File: config.mk
export PLATFORM = sky130hd
export DESIGN_NAME = bwd_llr_unit
export DESIGN_NICKNAME = d
export VERILOG_FILES = /design/src/rtl/bwd_llr_pkg.sv /design/src/rtl/bwd_acs_array.sv /design/src/rtl/bwd_llr_stage.sv /design/src/rtl/bwd_border_buf.sv /design/src/rtl/bwd_llr_unit.sv
export SDC_FILE = /design/constraint.sdc
export NUM_CORES = 2
export LEC_CHECK = 0
export BUFFER_PORTS_ARGS = -buffer_cell sky130_fd_sc_hd__buf_2
export CAP_MARGIN = 20
export CORE_MARGIN = 2
export CORE_UTILIZATION = 45
export DETAILED_ROUTE_END_ITERATION = 10
export PLACE_DENSITY = 0.61
export SKIP_CTS_REPAIR_TIMING = 1
export SLEW_MARGIN = 20
export SYNTH_ARGS = -nofsm -noshare
export SYNTH_HDL_FRONTEND = slang
export SYNTH_SLANG_ARGS = --single-unit
File: constraint.sdc
create_clock -name clk -period 11.8 [get_ports clk]
set_input_delay 2.36 -clock clk [delete_from_list [all_inputs] [get_ports clk]]
set_output_delay 2.36 -clock clk [all_outputs]
set_load 0.02 [all_outputs]
File: src/rtl/bwd_llr_pkg.sv
package bwd_llr_pkg;
  localparam int NS = 8;

  // trellis successor for state m under input bit j
  function automatic logic [2:0] nxt_state(input logic [2:0] m, input logic j);
    logic fb;
    fb = j ^ m[1] ^ m[0];
    return {fb, m[2], m[1]};
  endfunction

  // parity bit emitted on the transition (j, m)
  function automatic logic par_bit(input logic [2:0] m, input logic j);
    logic fb;
    fb = j ^ m[1] ^ m[0];
    return fb ^ m[2] ^ m[0];
  endfunction
endpackage

File: src/rtl/bwd_acs_array.sv
module bwd_acs_array
  import bwd_llr_pkg::*;
#(
  parameter int MW = 10,
  parameter int GW = 7,
  parameter int SW = 12
) (
  input  logic [NS*MW-1:0]     beta_nxt,
  input  logic signed [GW-1:0] g_sys,
  input  logic signed [GW-1:0] g_par,
  output logic [NS*SW-1:0]     sum0,
  output logic [NS*SW-1:0]     sum1,
  output logic [NS*MW-1:0]     beta_cur
);
  localparam int DW = SW + 1;
  localparam logic signed [DW-1:0] BMAX = DW'((1 << (MW-1)) - 1);
  localparam logic signed [DW-1:0] BMIN = -BMAX - DW'(1);
  localparam logic signed [SW-1:0] ZS = '0;

  logic signed [SW-1:0] bx [NS];
  logic signed [SW-1:0] mx [NS];
  logic signed [SW-1:0] gs, gp;

  assign gs = SW'(g_sys);
  assign gp = SW'(g_par);

  for (genvar m = 0; m < NS; m++) begin : g_cell
    localparam logic [2:0] N0 = nxt_state(3'(m), 1'b0);
    localparam logic [2:0] N1 = nxt_state(3'(m), 1'b1);
    localparam logic       P0 = par_bit(3'(m), 1'b0);
    localparam logic       P1 = par_bit(3'(m), 1'b1);
    logic signed [SW-1:0] s0, s1;
    logic signed [DW-1:0] df;

    assign bx[m] = SW'($signed(beta_nxt[m*MW +: MW]));
    assign s0 = (P0 ? gp : ZS) + bx[N0];
    assign s1 = gs + (P1 ? gp : ZS) + bx[N1];
    assign mx[m] = (s1 > s0) ? s1 : s0;
    assign sum0[m*SW +: SW] = s0;
    assign sum1[m*SW +: SW] = s1;

    // normalize against state 0 and clamp to metric width
    assign df = DW'(mx[m]) - DW'(mx[0]);
    assign beta_cur[m*MW +: MW] = (df > BMAX) ? MW'(BMAX) :
                                  (df < BMIN) ? MW'(BMIN) : MW'(df);
  end
endmodule

File: src/rtl/bwd_llr_stage.sv
module bwd_llr_stage
  import bwd_llr_pkg::*;
#(
  parameter int MW = 10,
  parameter int SW = 12,
  parameter int OW = 8
) (
  input  logic                clk,
  input  logic                rst,
  input  logic                in_valid,
  input  logic [NS*MW-1:0]    alpha,
  input  logic [NS*SW-1:0]    sum0,
  input  logic [NS*SW-1:0]    sum1,
  output logic                mid_valid,
  output logic                out_valid,
  output logic [OW-1:0]       out_llr
);
  localparam int PW = SW + 1;
  localparam int DW = PW + 1;
  localparam logic signed [DW-1:0] LMAX = DW'((1 << (OW-1)) - 1);
  localparam logic signed [DW-1:0] LMIN = -LMAX - DW'(1);

  typedef logic signed [PW-1:0] pv_t [NS];

  pv_t p0_q, p1_q;
  logic signed [PW-1:0] mx0, mx1;
  logic signed [DW-1:0] diff, scl;

  // three-level comparison tree
  function automatic logic signed [PW-1:0] tree_max(input pv_t v);
    logic signed [PW-1:0] l1 [4];
    logic signed [PW-1:0] l2 [2];
    for (int i = 0; i < 4; i++) l1[i] = (v[2*i] > v[2*i+1]) ? v[2*i] : v[2*i+1];
    for (int i = 0; i < 2; i++) l2[i] = (l1[2*i] > l1[2*i+1]) ? l1[2*i] : l1[2*i+1];
    return (l2[0] > l2[1]) ? l2[0] : l2[1];
  endfunction

  always_ff @(posedge clk) begin
    if (rst) mid_valid <= 1'b0;
    else     mid_valid <= in_valid;
    if (in_valid) begin
      for (int m = 0; m < NS; m++) begin
        p0_q[m] <= PW'($signed(alpha[m*MW +: MW])) + PW'($signed(sum0[m*SW +: SW]));
        p1_q[m] <= PW'($signed(alpha[m*MW +: MW])) + PW'($signed(sum1[m*SW +: SW]));
      end
    end
  end

  always_comb begin
    mx0  = tree_max(p0_q);
    mx1  = tree_max(p1_q);
    diff = DW'(mx1) - DW'(mx0);
    scl  = diff - (diff >>> 2);
  end

  always_ff @(posedge clk) begin
    if (rst) begin
      out_valid <= 1'b0;
      out_llr   <= '0;
    end else begin
      out_valid <= mid_valid;
      if (mid_valid)
        out_llr <= (scl > LMAX) ? OW'(LMAX) : (scl < LMIN) ? OW'(LMIN) : OW'(scl);
    end
  end

  // scaling and clamping keep the sign of the metric difference
  p_pos_sign_r7: assert property (@(posedge clk) disable iff (rst)
    mid_valid |=> (($signed(out_llr) > 0) -> ($past(diff) > 0)));
  p_neg_sign_r7: assert property (@(posedge clk) disable iff (rst)
    mid_valid |=> (($signed(out_llr) < 0) -> ($past(diff) < 0)));
endmodule

File: src/rtl/bwd_border_buf.sv
module bwd_border_buf #(
  parameter int DWID = 80,
  parameter int NWIN = 4,
  parameter int AW   = $clog2(NWIN)
) (
  input  logic            clk,
  input  logic            rst,
  input  logic            wr_en,
  input  logic [AW-1:0]   wr_addr,
  input  logic [DWID-1:0] wr_data,
  input  logic [AW-1:0]   rd_addr,
  output logic [DWID-1:0] rd_data,
  output logic            rd_hit
);
  logic [DWID-1:0] mem [NWIN];
  logic [NWIN-1:0] vld;

  // distributed RAM: synchronous write, asynchronous read
  always_ff @(posedge clk) begin
    if (wr_en) mem[wr_addr] <= wr_data;
  end

  always_ff @(posedge clk) begin
    if (rst)        vld <= '0;
    else if (wr_en) vld[wr_addr] <= 1'b1;
  end

  assign rd_data = mem[rd_addr];
  assign rd_hit  = vld[rd_addr];

  p_fill_r5: assert property (@(posedge clk) disable iff (rst)
    wr_en |=> vld[$past(wr_addr)]);
endmodule

File: src/rtl/bwd_llr_unit.sv
module bwd_llr_unit
  import bwd_llr_pkg::*;
#(
  parameter int MW   = 10,
  parameter int LW   = 6,
  parameter int OW   = 8,
  parameter int IW   = 13,
  parameter int NWIN = 4,
  parameter int WINW = $clog2(NWIN)
) (
  input  logic               clk,
  input  logic               rst,
  input  logic               in_valid,
  input  logic               in_first,
  input  logic               in_last,
  input  logic               iter_first,
  input  logic [WINW-1:0]    in_win,
  input  logic [IW-1:0]      in_idx,
  input  logic [NS*MW-1:0]   in_alpha,
  input  logic [LW-1:0]      in_apri,
  input  logic [LW-1:0]      in_sys,
  input  logic [LW-1:0]      in_par,
  output logic               out_valid,
  output logic [IW-1:0]      out_idx,
  output logic [OW-1:0]      out_llr,
  output logic [NS*MW-1:0]   out_beta
);
  localparam int GW = LW + 2;
  localparam int SW = MW + 2;

  logic signed [GW-1:0] g_sys, g_par;
  logic [NS*MW-1:0] beta_reg, beta_src, beta_new, brd_data;
  logic [NS*SW-1:0] sum0, sum1;
  logic             brd_hit, mid_valid, brd_we;
  logic [IW-1:0]    idx_mid;

  assign g_sys = GW'($signed(in_apri)) + GW'($signed(in_sys));
  assign g_par = GW'($signed(in_par));

  assign beta_src = !in_first ? beta_reg :
                    (iter_first || !brd_hit) ? '0 : brd_data;

  bwd_acs_array #(.MW(MW), .GW(GW), .SW(SW)) u_acs (
    .beta_nxt(beta_src), .g_sys(g_sys), .g_par(g_par),
    .sum0(sum0), .sum1(sum1), .beta_cur(beta_new)
  );

  assign brd_we = in_valid && in_last && (in_win != '0);

  bwd_border_buf #(.DWID(NS*MW), .NWIN(NWIN), .AW(WINW)) u_brd (
    .clk(clk), .rst(rst), .wr_en(brd_we), .wr_addr(in_win - WINW'(1)),
    .wr_data(beta_new), .rd_addr(in_win), .rd_data(brd_data), .rd_hit(brd_hit)
  );

  bwd_llr_stage #(.MW(MW), .SW(SW), .OW(OW)) u_llr (
    .clk(clk), .rst(rst), .in_valid(in_valid), .alpha(in_alpha),
    .sum0(sum0), .sum1(sum1), .mid_valid(mid_valid),
    .out_valid(out_valid), .out_llr(out_llr)
  );

  always_ff @(posedge clk) begin
    if (rst) begin
      beta_reg <= '0;
      idx_mid  <= '0;
      out_idx  <= '0;
      out_beta <= '0;
    end else begin
      if (in_valid) begin
        beta_reg <= beta_new;
        idx_mid  <= in_idx;
      end
      if (mid_valid) begin
        out_idx  <= idx_mid;
        out_beta <= beta_reg;
      end
    end
  end

  p_latency_r8: assert property (@(posedge clk) disable iff (rst)
    in_valid |-> ##2 out_valid);
  p_index_r8: assert property (@(posedge clk) disable iff (rst)
    out_valid |-> (out_idx == $past(in_idx, 2)));
  p_origin_r9: assert property (@(posedge clk) disable iff (rst)
    out_valid |-> $past(in_valid, 2));
  p_state0_zero_r3: assert property (@(posedge clk) disable iff (rst)
    out_valid |-> (out_beta[MW-1:0] == '0));
endmodule

# Yosys cells after proc, flatten, opt, wreduce, memory -nomap -nowiden
# Memory sizes are Yosys's and may differ from the RTL's.
# Cells that the tools add are included.
op_classes:
  addsub: 41
  n_lt_le_gt_ge: 43
  n_mux: 48
  bitwise: 1
  n_reduce_logical: 6
ops:
  columns: ["op", "count"]
  rows:
  - ["greater-than comparator 13 bit", 14]
  - ["two-way mux 13 bit", 14]
  - ["two-way mux 10 bit", 16]
  - ["two-way mux 80 bit", 2]
  - ["adder 10 x 11 -> 12 bit", 12]
  - ["greater-than comparator 13 x 10 -> 1 bit, second input constant", 8]
  - ["less-than comparator 13 x 10 -> 1 bit, second input constant", 8]
  - ["subtractor 12 x 12 -> 13 bit", 8]
  - ["two-way mux 12 bit", 8]
  - ["adder 10 x 10 -> 11 bit", 4]
  - ["adder 6 x 10 -> 11 bit", 4]
  - ["adder 7 x 10 -> 11 bit", 4]
  - ["adder 8 x 10 -> 11 bit", 4]
  - ["greater-than comparator 11 x 10 -> 1 bit", 4]
  - ["greater-than comparator 11 bit", 4]
  - ["two-way mux 8 bit", 2]
  - ["greater-than comparator 14 x 8 -> 1 bit, second input constant", 1]
  - ["less-than comparator 14 x 8 -> 1 bit, second input constant", 1]
  - ["subtractor 13 x 13 -> 14 bit", 1]
  - ["subtractor 14 x 12 -> 14 bit", 1]
  - ["adder 7 x 6 -> 8 bit", 1]
  - ["adder 6 x 6 -> 7 bit", 1]
  - ["less-than comparator 2 x 3 -> 1 bit, second input constant", 2]
  - ["two-way mux 1 bit", 4]
  - ["other kinds (9)", 11]
totals:
  reg_bits: 408
  ramBits: 320
  output_inout_bits: 102
  word_cells: 164
  n_memories: 1
memory_table:
  columns: ["memory", "depth", "width", "read_ports", "rd_ports_with_merged_regs", "write_ports", "line", "source"]
  rows:
  - ["u_brd.mem", 4, 80, 1, 0, 1, "bwd_border_buf.sv:15", "logic [DWID-1:0] mem [NWIN];"]

# Longest topological paths before layout
logic_depth:
  word_depth: 13
  mapped_depth: 57

# By module
# A second synthesis with hierarchy kept.
unflattened:
  hier_cells: 5351
  area_unflattened_um2: 55399.4
by_module_without_submodules:
  columns: ["module", "instances", "cells_each", "area_per_inst_um2", "seq_area_each_um2"]
  rows:
  - ["bwd_llr_stage", 1, 2279, 22014.9, 6446.2]
  - ["bwd_acs_array", 1, 1900, 13933.4, 0.0]
  - ["bwd_border_buf", 1, 434, 11801.3, 9689.3]
  - ["bwd_llr_unit", 1, 738, 7649.8, 3723.6]

# Least setup slack after synthesis
# Ideal clock, no wire load.
synth_timing:
  kind: "register to register"
  start: "register u_llr.p0_q[68] (netlist name)"
  end: "register u_llr.out_llr[3]"
  setup_time_ns: 0.122
  arrival_ns: 10.760
  required_time_ns: 11.678
  setup_slack_ns: 0.918
  stages_incl_launch_ff: 54
  path_buffers: 4
  period_less_slack_ns: 10.882
  cell_sequence: "edfxtp_1 -> ha_1 -> and3_1 -> o21ai_0 -> a211o_1 -> o211ai_1 -> mux2i_1 -> clkbuf_1 -> mux2i_1 -> ha_1 -> nor2b_1 -> o21a_1 -> o21a_1 -> o21a_1 -> o21ai_0 -> nand2b_1 -> a221oi_1 -> o31ai_1 -> [18 not listed] -> mux2i_1 -> fa_1 -> a21o_1 -> a21o_1 -> a2111o_1 -> o2111ai_1 -> inv_1 -> ha_1 -> a21oi_1 -> nor2b_1 -> o21a_1 -> a311o_1 -> xnor2_1 -> a21boi_0 -> o221a_2 -> nor4_1 -> a21oi_1 -> a311o_1"
synth_via:
  elab_chain_cells: 11
  word_cells_on_any_way: 12
synth_lines:
  columns: ["element", "line", "source"]
  rows:
  - ["start: declaration", "bwd_llr_stage.sv:25", "pv_t p0_q, p1_q;"]
  - ["start signal: indexed assignment", "bwd_llr_stage.sv:43", "p0_q[m] <= PW'($signed(alpha[m*MW +: MW])) + PW'($signed(sum0[m*SW +: SW]));"]
  - ["greater-than comparator 13 bit", "bwd_llr_stage.sv:33", "for (int i = 0; i < 4; i++) l1[i] = (v[2*i] > v[2*i+1]) ? v[2*i] : v[2*i+1];"]
  - ["two-way mux 13 bit *", "bwd_llr_stage.sv:33", null]
  - ["greater-than comparator 13 bit", "bwd_llr_stage.sv:34", "for (int i = 0; i < 2; i++) l2[i] = (l1[2*i] > l1[2*i+1]) ? l1[2*i] : l1[2*i+1];"]
  - ["two-way mux 13 bit *", "bwd_llr_stage.sv:34", null]
  - ["greater-than comparator 13 bit", "bwd_llr_stage.sv:35", "return (l2[0] > l2[1]) ? l2[0] : l2[1];"]
  - ["two-way mux 13 bit *", "bwd_llr_stage.sv:35", null]
  - ["subtractor 13 x 13 -> 14 bit *", "bwd_llr_stage.sv:52", "diff = DW'(mx1) - DW'(mx0);"]
  - ["subtractor 14 x 12 -> 14 bit *", "bwd_llr_stage.sv:53", "scl = diff - (diff >>> 2);"]
  - ["less-than comparator 14 x 8 -> 1 bit", "bwd_llr_stage.sv:63", "out_llr <= (scl > LMAX) ? OW'(LMAX) : (scl < LMIN) ? OW'(LMIN) : OW'(scl);"]
  - ["two-way mux 8 bit", "bwd_llr_stage.sv:63", null]
  - ["two-way mux 8 bit *", "bwd_llr_stage.sv:63", null]
  - ["end signal: assignment", "bwd_llr_stage.sv:63", null]
  - ["end: declaration", "bwd_llr_stage.sv:16", "output logic [OW-1:0] out_llr"]
# Every way passes the cells marked *; elsewhere a longest branch is shown, timed or not.
# A chain may end at the register's enable or synchronous reset.

# Final worst setup path
layout_timing:
  start: "register u_llr.p1_q[24] (netlist name)"
  end: "register u_llr.out_llr[5]"
layout_via:
  elab_chain_cells: 11
  word_cells_on_any_way: 12
layout_lines:
  columns: ["element", "line", "source"]
  rows:
  - ["start: declaration", "bwd_llr_stage.sv:25", null]
  - ["start signal: indexed assignment", "bwd_llr_stage.sv:44", "p1_q[m] <= PW'($signed(alpha[m*MW +: MW])) + PW'($signed(sum1[m*SW +: SW]));"]
  - ["greater-than comparator 13 bit", "bwd_llr_stage.sv:33", null]
  - ["two-way mux 13 bit *", "bwd_llr_stage.sv:33", null]
  - ["greater-than comparator 13 bit", "bwd_llr_stage.sv:34", null]
  - ["two-way mux 13 bit *", "bwd_llr_stage.sv:34", null]
  - ["greater-than comparator 13 bit", "bwd_llr_stage.sv:35", null]
  - ["two-way mux 13 bit *", "bwd_llr_stage.sv:35", null]
  - ["subtractor 13 x 13 -> 14 bit *", "bwd_llr_stage.sv:52", null]
  - ["subtractor 14 x 12 -> 14 bit *", "bwd_llr_stage.sv:53", null]
  - ["less-than comparator 14 x 8 -> 1 bit", "bwd_llr_stage.sv:63", null]
  - ["two-way mux 8 bit", "bwd_llr_stage.sv:63", null]
  - ["two-way mux 8 bit *", "bwd_llr_stage.sv:63", null]
# Marks and branches as above.

==> reports/summary.md <==
The run finished with clean final reports. Post-layout minimum cycle time: 11.06 ns. For the headroom to the max-slew limit, the log shows 23.3%. The run gives 4,786 as the number of instances in the synthesized netlist. The total half-perimeter wirelength after legalization and detailed placement was 120 mm; the count of distinct cell types in the synthesized netlist was 88. The number of antenna violations at the first check in global routing was 6. The type of origin of the critical path is a register. The worst setup path is captured at a register.

The number of warning messages in the yosys log was 0. Counting flops with a built-in enable in the synthesized netlist gives 468. The H-tree depth reported by CTS was 3; the post-synthesis register bit count was 648. TritonCTS built the clock tree. On the critical path the largest part of the delay comes from compound AO/OA/AOI/OAI gates. After detailed routing, the number of remaining DRC violations is 0.

In the layout the commonest cells are sky130_fd_sc_hd__ha_1, sky130_fd_sc_hd__inv_1, sky130_fd_sc_hd__edfxtp_1, sky130_fd_sc_hd__a21oi_1, sky130_fd_sc_hd__nor2_1. The congestion estimate from routability-driven global placement came to 0.958. Counting flops per register, the top entry is u_brd.mem. The maximum fanout encountered on the critical timing path was 7; the iteration count of the initial detailed-routing pass was 6. After synthesis, the largest area contributor takes up 29.1% of total cell area. Leaving out fill and tap cells, the most frequent cell in the layout is sky130_fd_sc_hd__ha_1.

Total vias in the final route: 36,800. TritonCTS created 75 clock buffers. After global routing the overflow that remains totals 0.

The slowest cell on the critical path is sky130_fd_sc_hd__o41ai_1. For the starting density of the core, the log shows 45.2%. The flip-flop cell with the highest count after synthesis was sky130_fd_sc_hd__edfxtp_1. Of all flip-flops after synthesis, the portion carrying an async set or reset was 0%. The die is 331 um tall.

The core area was 107,000 sq um; the count of input and output buffers was 210. For the final database, setup skew stands at 0.0383 ns. Data on the critical path arrives at its endpoint at 11.60 ns. Entering global routing, the biggest net connects 117 pins. The register with the most flip-flops in the layout has 280 of them. The critical path is of the register to register type. The cell that appears most often on the critical path is sky130_fd_sc_hd__ha_1. After clock tree synthesis, the clock-pin slew on the worst setup and hold paths is 0.06 ns. The tools report the required time of the critical path as 12.35 ns. After the last flow step, the layout net total stands at 5,980. The number of top-level pins is 221.

The number of hold violations in the final report is 0. The run gives 0 as the max-slew violation total from the final report. The average instance in the mapped netlist occupies 10.1 sq um. Summing the sequential cell areas from Yosys gives 36.6% of the chip area.

Relative to the synthesized area, the layout overhead comes to 13.1%. Setup total negative slack on the finished layout was measured at 0 ns. Global-route total usage across every layer: 26.4%. In the final layout, the share of cells above drive strength 1 is 12.6%. The tree is rooted in a sky130_fd_sc_hd__clkbuf_16. For the number of max-cap violations, the log shows 0.

The die is 331 um wide. The cell row count is 120. Summing every instance area after synthesis gives 48,300 sq um. The class of the most critical hold timing path was register to register. The routed design has 148 mm of wire. The detail route stage leaves a number of antenna-violating nets equal to 0. For the pin with the worst max-slew slack, the measured transition is 1.15 ns. Setup violations remaining at the end of the flow were counted as 0.

The via count of the first global-routing pass is 35,200. The first global-routing pass estimated 219 mm of wire. Ranked by total cell area, the synthesized netlist is headed by sky130_fd_sc_hd__edfxtp_1, sky130_fd_sc_hd__ha_1, sky130_fd_sc_hd__dfxtp_1. The achievable frequency is 90.4 MHz. The largest registers in the layout are u_brd.mem x280, u_llr.p1_q x96, u_llr.p0_q x92. The full die area is 110,000 sq um.

The longest clock path from root to sink contains 3 buffers. The share of the cycle needed by the critical path after routing was 93.7%. The clock net in this run drives a total of 648 sinks. The critical path contains buffers and inverters numbering 5 combined. Average routed wire per standard cell: 22.2 um. In this design, the stage delay of the slowest critical-path cell is 0.51 ns. The DRC marker count from the first detailed-route iteration was 2,799. The library cell occupying the most area in the post-synthesis netlist is sky130_fd_sc_hd__edfxtp_1. The later pin in the worst-skew pair is clocked with a latency of 0.67 ns. Setup repair after global routing left no endpoint under its margin. Dividing the detail-routed via count by the number of cells gives 5.54.
## stage by stage
step / hold WS, ns / instances / cell area, sq um / setup slack (ns) / util, %
2_1_floorplan: 0.433 / 4896 / 48700 / 0.918 / -
3_3_place_gp: 0.452 / 6505 / 52000 / 0.385 / 48.7
3_5_place_dp: 0.460 / 6505 / 52000 / 0.209 / 48.7
4_1_cts: 0.467 / 6644 / 54400 / 0.175 / 51.0
5_1_grt: 0.479 / 6645 / 54600 / 0.0121 / 51.1
6_report: 0.464 / 6646 / 54600 / 0.741 / 51.1
## worst register-to-register path, delay by kind of cell (launching register included)
family / cells / cell delay, ns
xor gates and xnor gates: 1 / 0.24
buffers and inverters: 5 / 0.56
adders and majority gates: 6 / 1.84
DFF: 1 / 0.41
muxes: 3 / 1.06
AOI/OAI and AO/OA: 23 / 4.89
and+or+nand+nor: 11 / 1.96
## layout make-up
type,count,area (sq um)
clock inverters,35,368
diodes,1,2.50
inverters,622,2330
flip-flops and latches,648,17700
clock buffers,104,2100
well taps,1403,1760
fillers,9696,52200
multi-input cells,3497,28300
repair buffers,336,2060
## cells in the mapped netlist, types with 21 or more instances
cell and n:
sky130_fd_sc_hd__ha_1 642, sky130_fd_sc_hd__inv_1 621, sky130_fd_sc_hd__edfxtp_1 468, sky130_fd_sc_hd__a21oi_1 447, sky130_fd_sc_hd__nor2_1 366, sky130_fd_sc_hd__xnor2_1 249
sky130_fd_sc_hd__mux2i_1 185, sky130_fd_sc_hd__dfxtp_1 180, sky130_fd_sc_hd__o21bai_1 166, sky130_fd_sc_hd__o21ai_0 154, sky130_fd_sc_hd__nand2_1 131, sky130_fd_sc_hd__nor2b_1 110
sky130_fd_sc_hd__clkbuf_1 87, sky130_fd_sc_hd__mux2_2 81, sky130_fd_sc_hd__mux4_2 67, sky130_fd_sc_hd__xor2_1 67, sky130_fd_sc_hd__a211oi_1 65, sky130_fd_sc_hd__a21o_1 64
sky130_fd_sc_hd__o21a_1 55, sky130_fd_sc_hd__nand3_1 44, sky130_fd_sc_hd__fa_1 39, sky130_fd_sc_hd__nand4_1 36, sky130_fd_sc_hd__a21boi_0 35, sky130_fd_sc_hd__nand2b_1 34
sky130_fd_sc_hd__o2bb2ai_1 33, sky130_fd_sc_hd__nor3_1 31, sky130_fd_sc_hd__buf_1 26, sky130_fd_sc_hd__o211ai_1 23, sky130_fd_sc_hd__o32ai_1 22, sky130_fd_sc_hd__o22ai_1 21
## routing by layer
metal  part of all wire (%)  vias up  wire (um)  GRT usage [%]
li1                       -    17900          -              -
met2                     46     1048      68000           43.3
met1                     44    17600      65000           35.3
met4                    4.2        4       6270           10.6
met3                    5.7      244       8420           3.75
met5                  0.014        -         21              0
## cells by family after synthesis
| family | Yosys count | synth area share (%) |
|---|---|---|
| xor+xnor | 316 | 5.74 |
| buf+inv | 751 | 5.95 |
| other cells | 2 | 0.0156 |
| compound gates | 1211 | 16.2 |
| simple gates | 834 | 8.16 |
| fa+ha+maj | 685 | 18.3 |
| mux | 339 | 9.04 |
| flops | 648 | 36.6 |
## worst paths after layout
check,start,end,slack [ns],cells past startpoint
max,u_llr.p1_q[24]$_DFFE_PP_,u_llr.out_llr[5]$_SDFFE_PP0P_,0.74,49
min,u_brd.vld[3]$_SDFFE_PP0P_,u_brd.vld[3]$_SDFFE_PP0P_,0.46,1
max reg2reg,u_llr.p1_q[24]$_DFFE_PP_,u_llr.out_llr[5]$_SDFFE_PP0P_,0.74,49
min reg2reg,u_brd.vld[3]$_SDFFE_PP0P_,u_brd.vld[3]$_SDFFE_PP0P_,0.46,1
Power is left out: the tool's default activity adds up to more than one toggle a clock period on the data nets, which glitch-free logic cannot reach.
